**config.mk**
```make
export PLATFORM = sky130hd
export DESIGN_NAME = tick_mains_irq
export DESIGN_NICKNAME = d
export VERILOG_FILES = /design/src/rtl/tick_mains_irq.sv
export SDC_FILE = /design/constraint.sdc
export NUM_CORES = 1
export LEC_CHECK = 0
export ABC_AREA = 1
export BUFFER_PORTS_ARGS = -buffer_cell sky130_fd_sc_hd__buf_2
export CORE_MARGIN = 4
export CORE_UTILIZATION = 45
export DETAILED_ROUTE_END_ITERATION = 10
export PLACE_DENSITY_LB_ADDON = 0.25
export SYNTH_ARGS = -nofsm -noshare
export SYNTH_HDL_FRONTEND = slang
export SYNTH_SLANG_ARGS = --single-unit
```
**constraint.sdc**
```tcl
create_clock -name clk -period 3.41 [get_ports clk]
set_clock_uncertainty 0.15 [all_clocks]
set_input_delay 0.682 -clock clk [delete_from_list [all_inputs] [get_ports clk]]
set_output_delay 0.682 -clock clk [all_outputs]
set_load 0.005 [all_outputs]
```
**src/rtl/tick_mains_irq.sv**
```systemverilog
`timescale 1ns/1ps
module tick_mains_irq #(
  parameter int CLK_HZ      = 50_000_000,
  parameter int PERIOD_NS   = 2_770_000,
  parameter int SYNC_STAGES = 2
) (
  input  logic clk,
  input  logic rst_n,
  input  logic mains_pulse,
  input  logic ack_sel7,
  output logic tick,
  output logic irq
);
  localparam longint TICKS_L = (longint'(CLK_HZ) * longint'(PERIOD_NS) + 64'sd500_000_000)
                               / 64'sd1_000_000_000;
  localparam int TICKS = int'(TICKS_L);
  localparam int CW    = (TICKS > 1) ? $clog2(TICKS) : 1;
  localparam logic [CW-1:0] LAST = CW'(TICKS - 1);

  logic [CW-1:0]          cnt;
  logic [SYNC_STAGES-1:0] m_sync, a_sync;
  logic                   m_prev, a_prev;
  logic                   mains_rise, ack_rise, set_evt;

  always_ff @(posedge clk) begin
    if (!rst_n) begin
      cnt  <= '0;
      tick <= 1'b0;
    end else begin
      tick <= (cnt == LAST);
      cnt  <= (cnt == LAST) ? '0 : cnt + 1'b1;
    end
  end

  always_ff @(posedge clk) begin
    if (!rst_n) begin
      m_sync <= '0;
      a_sync <= '0;
      m_prev <= 1'b0;
      a_prev <= 1'b0;
    end else begin
      m_sync <= {m_sync[SYNC_STAGES-2:0], mains_pulse};
      a_sync <= {a_sync[SYNC_STAGES-2:0], ack_sel7};
      m_prev <= m_sync[SYNC_STAGES-1];
      a_prev <= a_sync[SYNC_STAGES-1];
    end
  end

  assign mains_rise = m_sync[SYNC_STAGES-1] & ~m_prev;
  assign ack_rise   = a_sync[SYNC_STAGES-1] & ~a_prev;
  assign set_evt    = tick | mains_rise;

  always_ff @(posedge clk) begin
    if (!rst_n)        irq <= 1'b0;
    else if (set_evt)  irq <= 1'b1;
    else if (ack_rise) irq <= 1'b0;
  end

  AST_TICK_SINGLE: assert property (@(posedge clk) disable iff (!rst_n) tick |=> !tick);
  AST_TICK_SETS:   assert property (@(posedge clk) disable iff (!rst_n) tick |=> irq);
  AST_EDGE_ONCE:   assert property (@(posedge clk) disable iff (!rst_n) mains_rise |=> !mains_rise);
  AST_HOLD:        assert property (@(posedge clk) disable iff (!rst_n) (irq && !ack_rise) |=> irq);
  AST_CLEAR:       assert property (@(posedge clk) disable iff (!rst_n)
                                    (ack_rise && !tick && !mains_rise) |=> !irq);
  AST_SET_WINS:    assert property (@(posedge clk) disable iff (!rst_n)
                                    (mains_rise && ack_rise) |=> irq);
endmodule

```
After elaboration in Yosys (flattened, before gate mapping). Cells that the tools add are included.

Add/sub/neg operators: 1. Eq/ne operators: 1. Multiplexer cells: 2. Bitwise logic cells: 6. Reductions and logical operators: 2.

Operators by type and width (number): $add A18 B1 Y18 const B (1); $eq A18 B18 Y1 const B (1); $not A1 Y1 (3); $and A1 B1 Y1 (2); $mux W1 (2); $reduce_bool A2 Y1 (1); $reduce_or A2 Y1 (1); $or A1 B1 Y1 (1).

Bits in registers: 26. Logic and storage cells: 19.

Logic depth before layout (Yosys ltp). Gate-level depths: netlist (run 1).

Depth after elaboration: 4. Mapped depth: 8.

Least setup slack after synthesis (run 1). OpenSTA, ideal clock, no wires.

Kind: reg-to-reg. Start: register cnt[0]. End: register cnt[11]. Data arrival time: 1.105 ns. Required time: 3.146 ns. Slack: 2.041 ns. Cell stages (with the launch flop): 8. Cells stage by stage: dfxtp_1 -> ha_1 -> nand3_1 -> nor2_1 -> nand3_2 -> nand2_4 -> buf_6 -> nor2_1.

Longest elaborated chain between the ends: 2. Elaborated cells between the ends (all ways): 3. Classes of those cells: add/sub: 1; eq/ne: 1; reduce/logical: 1.

RTL lines: start, declared (line 20) `logic [CW-1:0] cnt;`; start signal, assigned (line 31) `cnt <= (cnt == LAST) ? '0 : cnt + 1'b1;`; parallel branches: the longest is 2 deep, another holds $add A18 B1 Y18.

Several ways; the timed one is not identified. A chain may end at the register's enable or synchronous reset.

Final worst setup path (run 1).
Start: register irq. End: output irq.

RTL lines: start, declared (line 12) `output logic irq`; start signal, assigned (line 54) `if (!rst_n) irq <= 1'b0;`; start signal, assigned (line 55) `else if (set_evt) irq <= 1'b1;`; start signal, assigned (line 56) `else if (ack_rise) irq <= 1'b0;`.

No word-level cell between the ends.

==> reports/qor.yml, run 1 <==
critical_path:
  ff2ff_setup_slack_ns: 1.87
  crit_chain: "buf_2"
  reg2reg_from: "cnt[0]$_SDFF_PP0_"
  worstRegToRegCells: 7
  r2r_end: "cnt[16]$_SDFF_PP0_"
  crit_type: "register to primary output"
  cp.arrival_ns: 0.78
  crit_buf_inv: 1
  cp.required_ns: 2.58
  worstSetupStartpointType: "register"
  crit_fanout: 2
  cp-startpoint: "irq$_SDFFE_PN0P_"
  cpPeakStageDelay_ns: 0.35
  cpLargestDelayFamily: "flip-flops"
  worstSetupEndpointType: "primary output"
  cp.depth: 1
  cp_slowest_cell: "dfxtp_1"
  crit_end: "irq"
global_routing:
  grt_overflow: 0
  grt_pass1_vias: 838
  grt_pass1_wl_mm: 3.60
  antenna_found_initial: 0
  grt_max_degree: 19
  track_usage: 0.135
pwr:
  power_frac_comb: 0.032
  power_switching_w: 0.000107
  p_sw_frac: 0.198
  finalPower_w: 0.000543
  p_per_area_nw_per_um2: 432
  p_int_w: 0.000436
  p_seq_frac: 0.578
  peakVddDrop_mv: 0.374
  p_clk_frac: 0.389
  leakagePower_nw: 0.507
min_path:
  min_from: "m_sync[0]$_SDFF_PN0_"
  whs_path_depth: 2
  hold_class: "register to register"
detailed_routing:
  vias_per_cell: 4.68
  routed-wl-met3_um: 79
  drc: 0
  wl_met2_um: 985
  first_pass_iters: 4
  wl_met1_mm: 1.09
  drtIter0Drc: 34
  num_vias: 940
  detail_route.wl_per_cell_um: 10.9
  top_layer: "met4"
  drtAntennaViolNets: 0
  routed_wl_mm: 2.18
clock_tree:
  root_buffer: "clkbuf_4"
  cts_max_path_buffers: 2
  cts-hold-fix-buffers: 0
  clk_latency_ns: 0.32
  cts_tree: "done"
  cts_sinks: 26
  cts_resized: 0
  path_clk_slew_ns: 0.14
  cts_buffers: 3
  htree_num_levels: 1
  post_cts_buffers: 0
sta:
  drv_slew: 0
  worst_pin_slew_ns: 0.261
  period_share: 0.473
  relSlewSlack: 0.825
  max_clock_freq_mhz: 619
  fin_tns_setup_ns: 0
  setup_violations: 0
  hold_viol: 0
  min_period_ns: 1.61
  rsz0062_at_grt: "no"
synth:
  synth_cell_type_count: 20
  syn-cell-area_um2: 1160
  ys_warn_count: 0
  syn_inst: 164
  syn-num-nets: 169
  synth_top_cell_by_area: "dfxtp_1"
  synth.top_cell.area_share: 0.448
  ys_ff_latch: 26
  seq_area_frac_synth: 0.448
  ys_top_cells_by_area: "dfxtp_1, nand2_1, nor2_1, inv_1, xor2_1"
  syn-mean-instance-area_um2: 7.08
floorplanning:
  fp.dieH_um: 58.8
  die-area_um2: 3460
  rows: 18
  io-pin-count: 6
  coreArea_um2: 2480
  start_util: 0.469
  die_x_um: 58.8
place:
  place_congestion: 0.799
  dp.cells: 197
  post-dp-hpwl_mm: 1.61
  port_buffers: 5
layout:
  antenna_cells: 0
  nets: 177
  drive_gt1_frac: 0.0760
  stdcell_count: 201
  nFillCells: 267
  synthToLayoutAreaGrowth_pct: 8.30
job:
  drv_cap: 0
outcome:
  outcome: "finished clean"
-- power by group through the flow --
stage	logic [W]	clock network [W]	registers, W
after floorplan	0.0000146	0	0.000320
after global routing	0.0000204	0.000225	0.000315
after CTS	0.0000180	0.000215	0.000314
after global placement	0.0000172	0	0.000320
final	0.0000176	0.000212	0.000314
after detailed placement	0.0000180	0	0.000321
-- cells by family after synthesis --
group                    synth area share
AND/OR/NAND/NOR                     0.333
flip-flops                          0.448
buffers and inverters              0.0873
AO/OA/AOI/OAI                      0.0603
XOR/XNOR                           0.0603
adder cells (fa/ha/maj)            0.0108
-- layout make-up --
cell class / count / area, µm² / share of cell area
multi-input cells: 114 / 539 / 0.429
flip-flops and latches: 26 / 520 / 0.414
inverters: 22 / 82.6 / 0.0657
well taps: 30 / 37.5 / 0.0299
clock inverters: 1 / 30.0 / 0.0239
repair buffers: 5 / 25.0 / 0.0199
clock buffers: 3 / 22.5 / 0.0179
-- worst min-delay path: stages, from the launching register on --
cell and delay [ns]:
dfxtp_1 0.33, nand2_1 0.05, inv_1 0.03
-- through the flow --
stage	hold WS (ns)	utilization	setup slack, ns	instance area, µm²
2_1_floorplan	0.240	-	2.04	1160
3_3_place_gp	0.246	0.486	1.95	1200
3_5_place_dp	0.259	0.486	1.89	1200
4_1_cts	0.287	0.508	1.78	1260
5_1_grt	0.306	0.508	1.71	1260
6_report	0.284	0.508	1.80	1260
-- sequential cells by signal, summed over array words and instances (netlist names) --
signal,count
m_prev,1
a_sync,2
tick,1
a_prev,1
m_sync,2
cnt,18
irq,1
-- layer usage --
metal,vias to the layer above,track usage
met5,-,0
met4,0,0.0356
met3,4,0.0417
met2,13,0.213
met1,409,0.179
li1,514,-
-- cells in the final DEF, fill, tap and decap left out --
master | Yosys | routed
buf_2 | 0 | 5
o21ai_0 | 3 | 3
nor2_2 | 1 | 1
ha_1 | 1 | 1
nand4_1 | 2 | 2
clkbuf_4 | 0 | 3
nor2_1 | 36 | 36
inv_1 | 22 | 22
nand3_2 | 1 | 1
dfxtp_1 | 26 | 26
nand3b_1 | 1 | 1
or2_2 | 1 | 1
or2_0 | 1 | 1
xnor2_1 | 2 | 2
xor2_1 | 6 | 6
nand2_1 | 39 | 39
nand3_1 | 9 | 9
o21bai_1 | 2 | 2
bufinv_16 | 0 | 1
nand2_4 | 1 | 1
a21oi_1 | 8 | 8
-- worst min path at each step --
stage / end / slack [ns]
after floorplan: a_sync[1]$_SDFF_PN0_ / 0.24
after global placement: a_sync[1]$_SDFF_PN0_ / 0.25
after detailed placement: m_sync[1]$_SDFF_PN0_ / 0.26
after CTS: m_sync[1]$_SDFF_PN0_ / 0.29
after global routing: a_prev$_SDFF_PN0_ / 0.31
final: m_sync[1]$_SDFF_PN0_ / 0.28
-- synth_stat cells, drive strengths merged --
master and n:
or2 2, inv 22, nand2 40, buf 2
o21ai 3, nand4 2, xor2 6, nor2 37
dfxtp 26, ha 1, nand3 10, xnor2 2
nand3b 1, o21bai 2, a21oi 8
No activity file was read; power rests on OpenSTA's default activity.
==> run 2: changes to the inputs <==
--- a/config.mk
+++ b/config.mk
@@ -5,7 +5,7 @@
 export SDC_FILE = /design/constraint.sdc
 export NUM_CORES = 1
 export LEC_CHECK = 0
-export ABC_AREA = 1
+export ABC_AREA = 0
 export BUFFER_PORTS_ARGS = -buffer_cell sky130_fd_sc_hd__buf_2
 export CORE_MARGIN = 4
 export CORE_UTILIZATION = 45
==> constraint.sdc (replaced) <==
create_clock -name clk -period 1.7 [get_ports clk]
set_clock_uncertainty 0.15 [all_clocks]
set_input_delay 0.34 -clock clk [delete_from_list [all_inputs] [get_ports clk]]
set_output_delay 0.34 -clock clk [all_outputs]
set_load 0.005 [all_outputs]
==> run 2 against run 1 <==
Effect of this change:
- the flow now finishes with violations (negative setup slack)
- sequential cell count is the same
- worst hold slack worse by 0.22 ns
- sequential share of layout area decreased by 1.3 points
- critical endpoint is now cnt[3]$_SDFF_PP0_
- largest cell class is now flip-flops and latches
- largest power group unchanged
==> reports/qor.yml, run 2 <==
critical_path:
  reg2reg_from: "cnt[0]$_SDFF_PP0_"
  cp.required_ns: 1.78  # -0.80 ns
  cp.arrival_ns: 1.91  # +1.13 ns
  cpPeakStageDelay_ns: 0.47  # +0.12 ns
  worstSetupEndpointType: "register"
  r2r_end: "cnt[3]$_SDFF_PP0_"
  worstSetupStartpointType: "register"
  crit_fanout: 8  # +6
  worstRegToRegCells: 5  # -2
  ff2ff_setup_slack_ns: -0.12  # -1.99 ns
  crit_type: "register to register"
  cp_slowest_cell: "or4bb_4"
  crit_chain: "ha_4 -> or4bb_4 -> o41ai_4 -> buf_4 -> nor2_1"
  cp-startpoint: "cnt[0]$_SDFF_PP0_"
sta:
  period_share: 1.07
  setup_violations: 18  # +18
  drv_slew: 0  # unchanged
  worst_pin_slew_ns: 0.333  # +0.0717 ns
  fin_ws_ns: -0.124  # -1.92 ns
  hold_viol: 0  # unchanged
  relSlewSlack: 0.776  # -0.0492
  max_clock_freq_mhz: 548
  min_period_ns: 1.82
  rsz0062_at_grt: "yes"
synth:
  netlist_top_cells_count: "dfxtp_1, nor2_1, xnor2_1"
  synth_top_family_by_area: "simple AND/OR/NAND/NOR gates"
  synth_cell_type_count: 23  # +15%
  synthAdderAreaFrac: 0.0119  # +0.00114
  yosysMostFrequentCell: "dfxtp_1"
  synth.top_cell.area_share: 0.496  # +0.0476
  synth_top_cell_by_area: "dfxtp_1"
  async_flop_share: 0  # unchanged
  synth_mux_area_frac: 0  # unchanged
  seq_area_frac_synth: 0.496  # +0.0476
  synth_edf_count: 0  # unchanged
  syn-mean-instance-area_um2: 9.46  # +34%
  ys_ff_latch: 26  # unchanged
  ys_top_cells_by_area: "dfxtp_1, xnor2_1, nor2_1, and2_1, nor4_1"
  synth_compound_gate_area_share: 0.0548  # -0.00552
  yosys.area_share.xor_xnor: 0.125  # +0.0648
  syn-num-nets: 116  # -31%
  syn_inst: 111  # -32%
  ys.flop_type: "dfxtp_1"
  syn-cell-area_um2: 1050  # -9.6%
  ys_warn_count: 0  # unchanged
  yosys.area_share.simple: 0.284  # -0.0493
clock_tree:
  cts_max_path_buffers: 2  # unchanged
  cts-hold-fix-buffers: 0  # unchanged
  path_clk_slew_ns: 0.13  # about the same
  htree_num_levels: 1  # unchanged
  cts_sinks: 26  # unchanged
  cts_buffers: 3  # unchanged
  root_buffer: "clkbuf_4"
  cts_tree: "done"
  clk_latency_ns: 0.32  # about the same
global_routing:
  grt_max_degree: 14  # -5
  antenna_found_initial: 0  # unchanged
  grt_overflow: 0  # unchanged
  grt_pass1_wl_mm: 3.45  # -4.2%
  track_usage: 0.141  # +0.00627
  grt_pass1_vias: 786  # -6.2%
layout:
  antenna_cells: 0  # unchanged
  drive_gt1_frac: 0.273  # +0.197
  regMostFlops: "cnt"
  final_cell_mix: "dfxtp_1, nor2_1, buf_4, xnor2_1, and2_1"
  stdcell_count: 167  # -17%
  nets: 146  # -18%
  largest_reg_flops: 18  # unchanged
  synthToLayoutAreaGrowth_pct: 24.8
  top_regs: "cnt x18, a_sync x2, m_sync x2"
  nFillCells: 201  # -25%
  layout_commonest_cell: "dfxtp_1"
  fin_area_um2: 1310  # +4.2%
min_path:
  min_from: "ack_sel7"
  hold_end: "a_sync[0]$_SDFF_PN0_"
  whs_path_depth: 2  # unchanged
  hold_class: "input pin to register"
detailed_routing:
  drtIter0Drc: 8  # -76%
  num_vias: 847  # -9.9%
  drtAntennaViolNets: 0  # unchanged
  first_pass_iters: 4  # unchanged
  vias_per_cell: 5.07  # +8.5%
  detail_route.wl_per_cell_um: 12.1  # +11%
  drc: 0  # unchanged
  routed_wl_mm: 2.02  # -7.6%
place:
  post-dp-hpwl_mm: 1.55  # -3.7%
  dp.cells: 164  # -17%
  port_buffers: 5  # unchanged
  place_congestion: 0.819  # +2.5%
  postPlaceCellArea_um2: 1270  # +5.8%
  place_ws_ns: -0.171  # -2.07 ns
outcome:
  violations: "negative setup slack"
  outcome: "finished with violations"
floorplanning:
  rows: 17  # -1
  start_util: 0.475  # +0.00586
  io-pin-count: 6  # unchanged
  die_x_um: 56.3  # -4.2%
  coreArea_um2: 2210  # -11%
  die-area_um2: 3170  # -8.3%
  fp.dieH_um: 56.3  # -4.2%
pwr:
  leakagePower_nw: 0.479  # -5.4%
  p_per_area_nw_per_um2: 711  # +65%
  peakVddDrop_mv: 0.590  # +58%
job:
  drv_cap: 0  # unchanged
-- run 2: how the worst max path moves through the flow --
stage / endpoint / slack [ns] / depth (start not counted)
5_1_grt: cnt[4]$_SDFF_PP0_ / -0.20 / 5
3_5_place_dp: cnt[17]$_SDFF_PP0_ / -0.17 / 5
2_1_floorplan: cnt[12]$_SDFF_PP0_ / -0.27 / 5
6_report: cnt[3]$_SDFF_PP0_ / -0.12 / 5
3_3_place_gp: cnt[17]$_SDFF_PP0_ / -0.12 / 5
4_1_cts: cnt[13]$_SDFF_PP0_ / -0.13 / 5
-- run 2: layout make-up --
type	instances	area [µm²]	area share
multi-input combinational	79	522	0.398
timing repair buffer	26	186	0.142
sequential	26	526	0.401
tap	28	35.0	0.0267
clock buffer	3	22.5	0.0172
inverter	5	18.8	0.0143
-- run 2: metrics by stage --
step / hold slack [ns] / TNS (ns) / utilization / power (W)
final: 0.0600 / -1.93 / 0.592 / 0.000931
after global routing: 0.0524 / -3.22 / 0.592 / 0.000976
after CTS: 0.0434 / -2.08 / 0.588 / 0.000951
after detailed placement: 0.274 / -2.77 / 0.576 / 0.000697
after global placement: 0.267 / -2.03 / 0.576 / 0.000692
after floorplan: 0.262 / -3.80 / - / 0.000673
-- run 2: kinds of logic (layout without fill, tap and decap cells) --
family | after synthesis | count (layout)
DFF | 26 | 26
AOI/OAI and AO/OA | 6 | 6
xor gates and xnor gates | 15 | 15
buffers and inverters | 6 | 34
adders and majority gates | 1 | 1
and+or+nand+nor | 57 | 57
-- run 2: timing repair --
item                       in CTS  in global routing
resized for setup               1                  3
setup buffers                   0                  0
pin swaps                       8                  0
setup endpoints to repair      18                 18
-- run 2: worst max-delay path, delay by kind of cell, from the launching register on --
family | cells | cell delay (ns)
simple gates | 2 | 0.52
compound gates | 1 | 0.33
flops | 1 | 0.38
buf+inv | 1 | 0.22
fa+ha+maj | 1 | 0.14
-- run 2: where the power goes --
part	switching (W)	total (W)	internal, W
logic	0.0000233	0.0000520	0.0000287
registers	0.00000806	0.000631	0.000623
clock network	0.000165	0.000248	0.0000832
total	0.000196	0.000931	0.000735
-- run 2: layer usage --
layer	share of wire	global-route usage	up-vias
met2	0.49	0.235	8
li1	-	-	440
met3	0.031	0.0414	5
met5	0	0	-
met4	0.019	0.0610	0
met1	0.46	0.168	394
==> run 3: changes to the inputs <==
--- a/config.mk
+++ b/config.mk
@@ -11,6 +11,7 @@
 export CORE_UTILIZATION = 45
 export DETAILED_ROUTE_END_ITERATION = 10
 export PLACE_DENSITY_LB_ADDON = 0.25
+export REMOVE_ABC_BUFFERS = 1
 export SYNTH_ARGS = -nofsm -noshare
 export SYNTH_HDL_FRONTEND = slang
 export SYNTH_SLANG_ARGS = --single-unit
==> run 3 against run 2 <==
Effect of this change:
- the flow still finishes with violations (negative setup slack)
- sequential cell count stayed put
- global-route usage grew 0.75 points
- sequential share of layout area fell by 0.55 points
- via count stayed put
- final area is 1.1% higher
- power grew 20%
- clock power is 73% higher
- first-iteration DRC count up 63%
- maximum frequency is 2.1% lower
- register-to-register slack worse by 0.04 ns
- cell count is the same
- count of clock-buffer cells in the layout unchanged
- critical endpoint is now cnt[1]$_SDFF_PP0_
- highest routed layer unchanged
==> reports/qor.yml, run 3 (same netlist as run 2, synthesis figures left out) <==
detailed_routing:
  drtAntennaViolNets: 0  # unchanged
  num_vias: 847  # unchanged
  drc: 0  # unchanged
  first_pass_iters: 4  # unchanged
  drtIter0Drc: 13  # +5
  vias_per_cell: 5.07  # unchanged
  detail_route.wl_per_cell_um: 12.8  # +6.0%
  routed_wl_mm: 2.14  # +6.0%
clock_tree:
  cts_tree: "done"
  cts-hold-fix-buffers: 0  # unchanged
  clk_latency_ns: 0.33  # about the same
  htree_num_levels: 1  # unchanged
  cts_buffers: 3  # unchanged
  cts_sinks: 26  # unchanged
  root_buffer: "clkbuf_4"
  path_clk_slew_ns: 0.14  # about the same
  cts_max_path_buffers: 2  # unchanged
critical_path:
  worstSetupEndpointType: "register"
  crit_type: "register to register"
  worstSetupStartpointType: "register"
  crit_chain: "or4_4 -> o41ai_4 -> buf_4 -> nor2_1"
  crit_fanout: 7  # -1
  cpPeakStageDelay_ns: 0.57  # +0.10 ns
  cp.required_ns: 1.79  # about the same
  cp.arrival_ns: 1.95  # +0.04 ns
  cp_slowest_cell: "or4_4"
global_routing:
  antenna_found_initial: 0  # unchanged
  grt_pass1_vias: 858  # +9.2%
  grt_overflow: 0  # unchanged
  grt_pass1_wl_mm: 3.69  # +7.0%
  track_usage: 0.149  # +0.00745
  grt_max_degree: 16  # +2
sta:
  relSlewSlack: 0.708  # -0.0682
  period_share: 1.10  # +0.0230
  rsz0062_at_grt: "yes"
  min_period_ns: 1.86  # +0.0391 ns
  fin_ws_ns: -0.163  # -0.0391 ns
  hold_ws_ns: 0.0553  # -0.00471 ns
  hold_viol: 0  # unchanged
  drv_slew: 0  # unchanged
  max_clock_freq_mhz: 537  # -2.1%
  worst_pin_slew_ns: 0.434  # +0.101 ns
  setup_violations: 18  # unchanged
job:
  drv_cap: 0  # unchanged
floorplanning:
  start_util: 0.475  # unchanged
  die-area_um2: 3170  # unchanged
  die_x_um: 56.3  # unchanged
  rows: 17  # unchanged
  fp.dieH_um: 56.3  # unchanged
  io-pin-count: 6  # unchanged
  coreArea_um2: 2210  # unchanged
layout:
  nets: 145  # -0.68%
  layout_commonest_cell: "dfxtp_1"
  top_regs: "cnt x18, a_sync x2, m_sync x2"
  drive_gt1_frac: 0.259  # -0.0144
  synthToLayoutAreaGrowth_pct: 26.2
  largest_reg_flops: 18  # unchanged
  fin_area_um2: 1330  # +1.1%
  antenna_cells: 0  # unchanged
  final_cell_mix: "dfxtp_1, nor2_1, buf_4, xnor2_1"
  utilization: 0.599  # +0.00679
  regMostFlops: "cnt"
pwr:
  peakVddDrop_mv: 0.396  # -33%
  p_per_area_nw_per_um2: 841  # +18%
  leakagePower_nw: 0.495  # +3.3%
outcome:
  outcome: "finished with violations"
  violations: "negative setup slack"
place:
  place_congestion: 0.828  # +1.1%
  post-dp-hpwl_mm: 1.58  # +1.3%
  postPlaceCellArea_um2: 1240  # -2.6%
  port_buffers: 5  # unchanged
min_path:
  hold_class: "input pin to register"
==> run 3: worst max-delay path: cells and delay by family (launching register included) <==
| kind | cells | cell delay, ns |
|---|---|---|
| AOI/OAI and AO/OA | 1 | 0.42 |
| buffers and inverters | 1 | 0.21 |
| DFF | 1 | 0.36 |
| and+or+nand+nor | 2 | 0.63 |
==> run 3: path summary, 6_finish.rpt <==
kind	end	startpoint	slack, ns	depth (start not counted)
max	cnt[1]$_SDFF_PP0_	cnt[13]$_SDFF_PP0_	-0.16	4
min	m_sync[0]$_SDFF_PN0_	mains_pulse	0.06	2
max reg2reg	cnt[1]$_SDFF_PP0_	cnt[13]$_SDFF_PP0_	-0.16	4
min reg2reg	m_sync[1]$_SDFF_PN0_	m_sync[0]$_SDFF_PN0_	0.30	1
==> run 3: area by class of cell <==
| class | count | area [µm²] |
|---|---|---|
| Clock inverter | 1 | 30.0 |
| Tap cell | 28 | 35.0 |
| Sequential cell | 26 | 524 |
| Timing Repair Buffer | 25 | 179 |
| Multi-Input combinational cell | 79 | 515 |
| Inverter | 5 | 18.8 |
| Clock buffer | 3 | 22.5 |
| Fill cell | 199 | 887 |
==> run 3: report_power, final <==
| part | leakage [nW] | switching (W) | internal [W] |
|---|---|---|---|
| Combinational | 0.255 | 0.0000237 | 0.0000282 |
| Sequential | 0.212 | 0.00000855 | 0.000623 |
| Clock | 0.0279 | 0.000192 | 0.000239 |
| Total | 0.495 | 0.000224 | 0.000890 |
==> run 3: through the flow <==
step	cells	total power, W	TNS [ns]	setup WS (ns)
2_1_floorplan	110	0.000666	-7.55	-0.424
3_3_place_gp	162	0.000686	-2.75	-0.169
3_5_place_dp	162	0.000690	-4.40	-0.267
4_1_cts	167	0.00112	-3.94	-0.229
5_1_grt	167	0.00116	-3.44	-0.213
6_report	167	0.00111	-2.50	-0.163
==> run 3: metal layers <==
layer,vias up,GRT usage,part of all wire
met5,-,0,0
met3,6,0.0299,0.029
met4,0,0.0746,0.024
met2,11,0.260,0.50
met1,390,0.170,0.45
li1,440,-,-
==> run 3: what timing repair did <==
item | 4_1_cts | 5_1_grt
buffers inserted | 1 | 0
pin swaps | 6 | 3
gates resized for setup | 5 | 2
setup endpoints to repair | 19 | 18
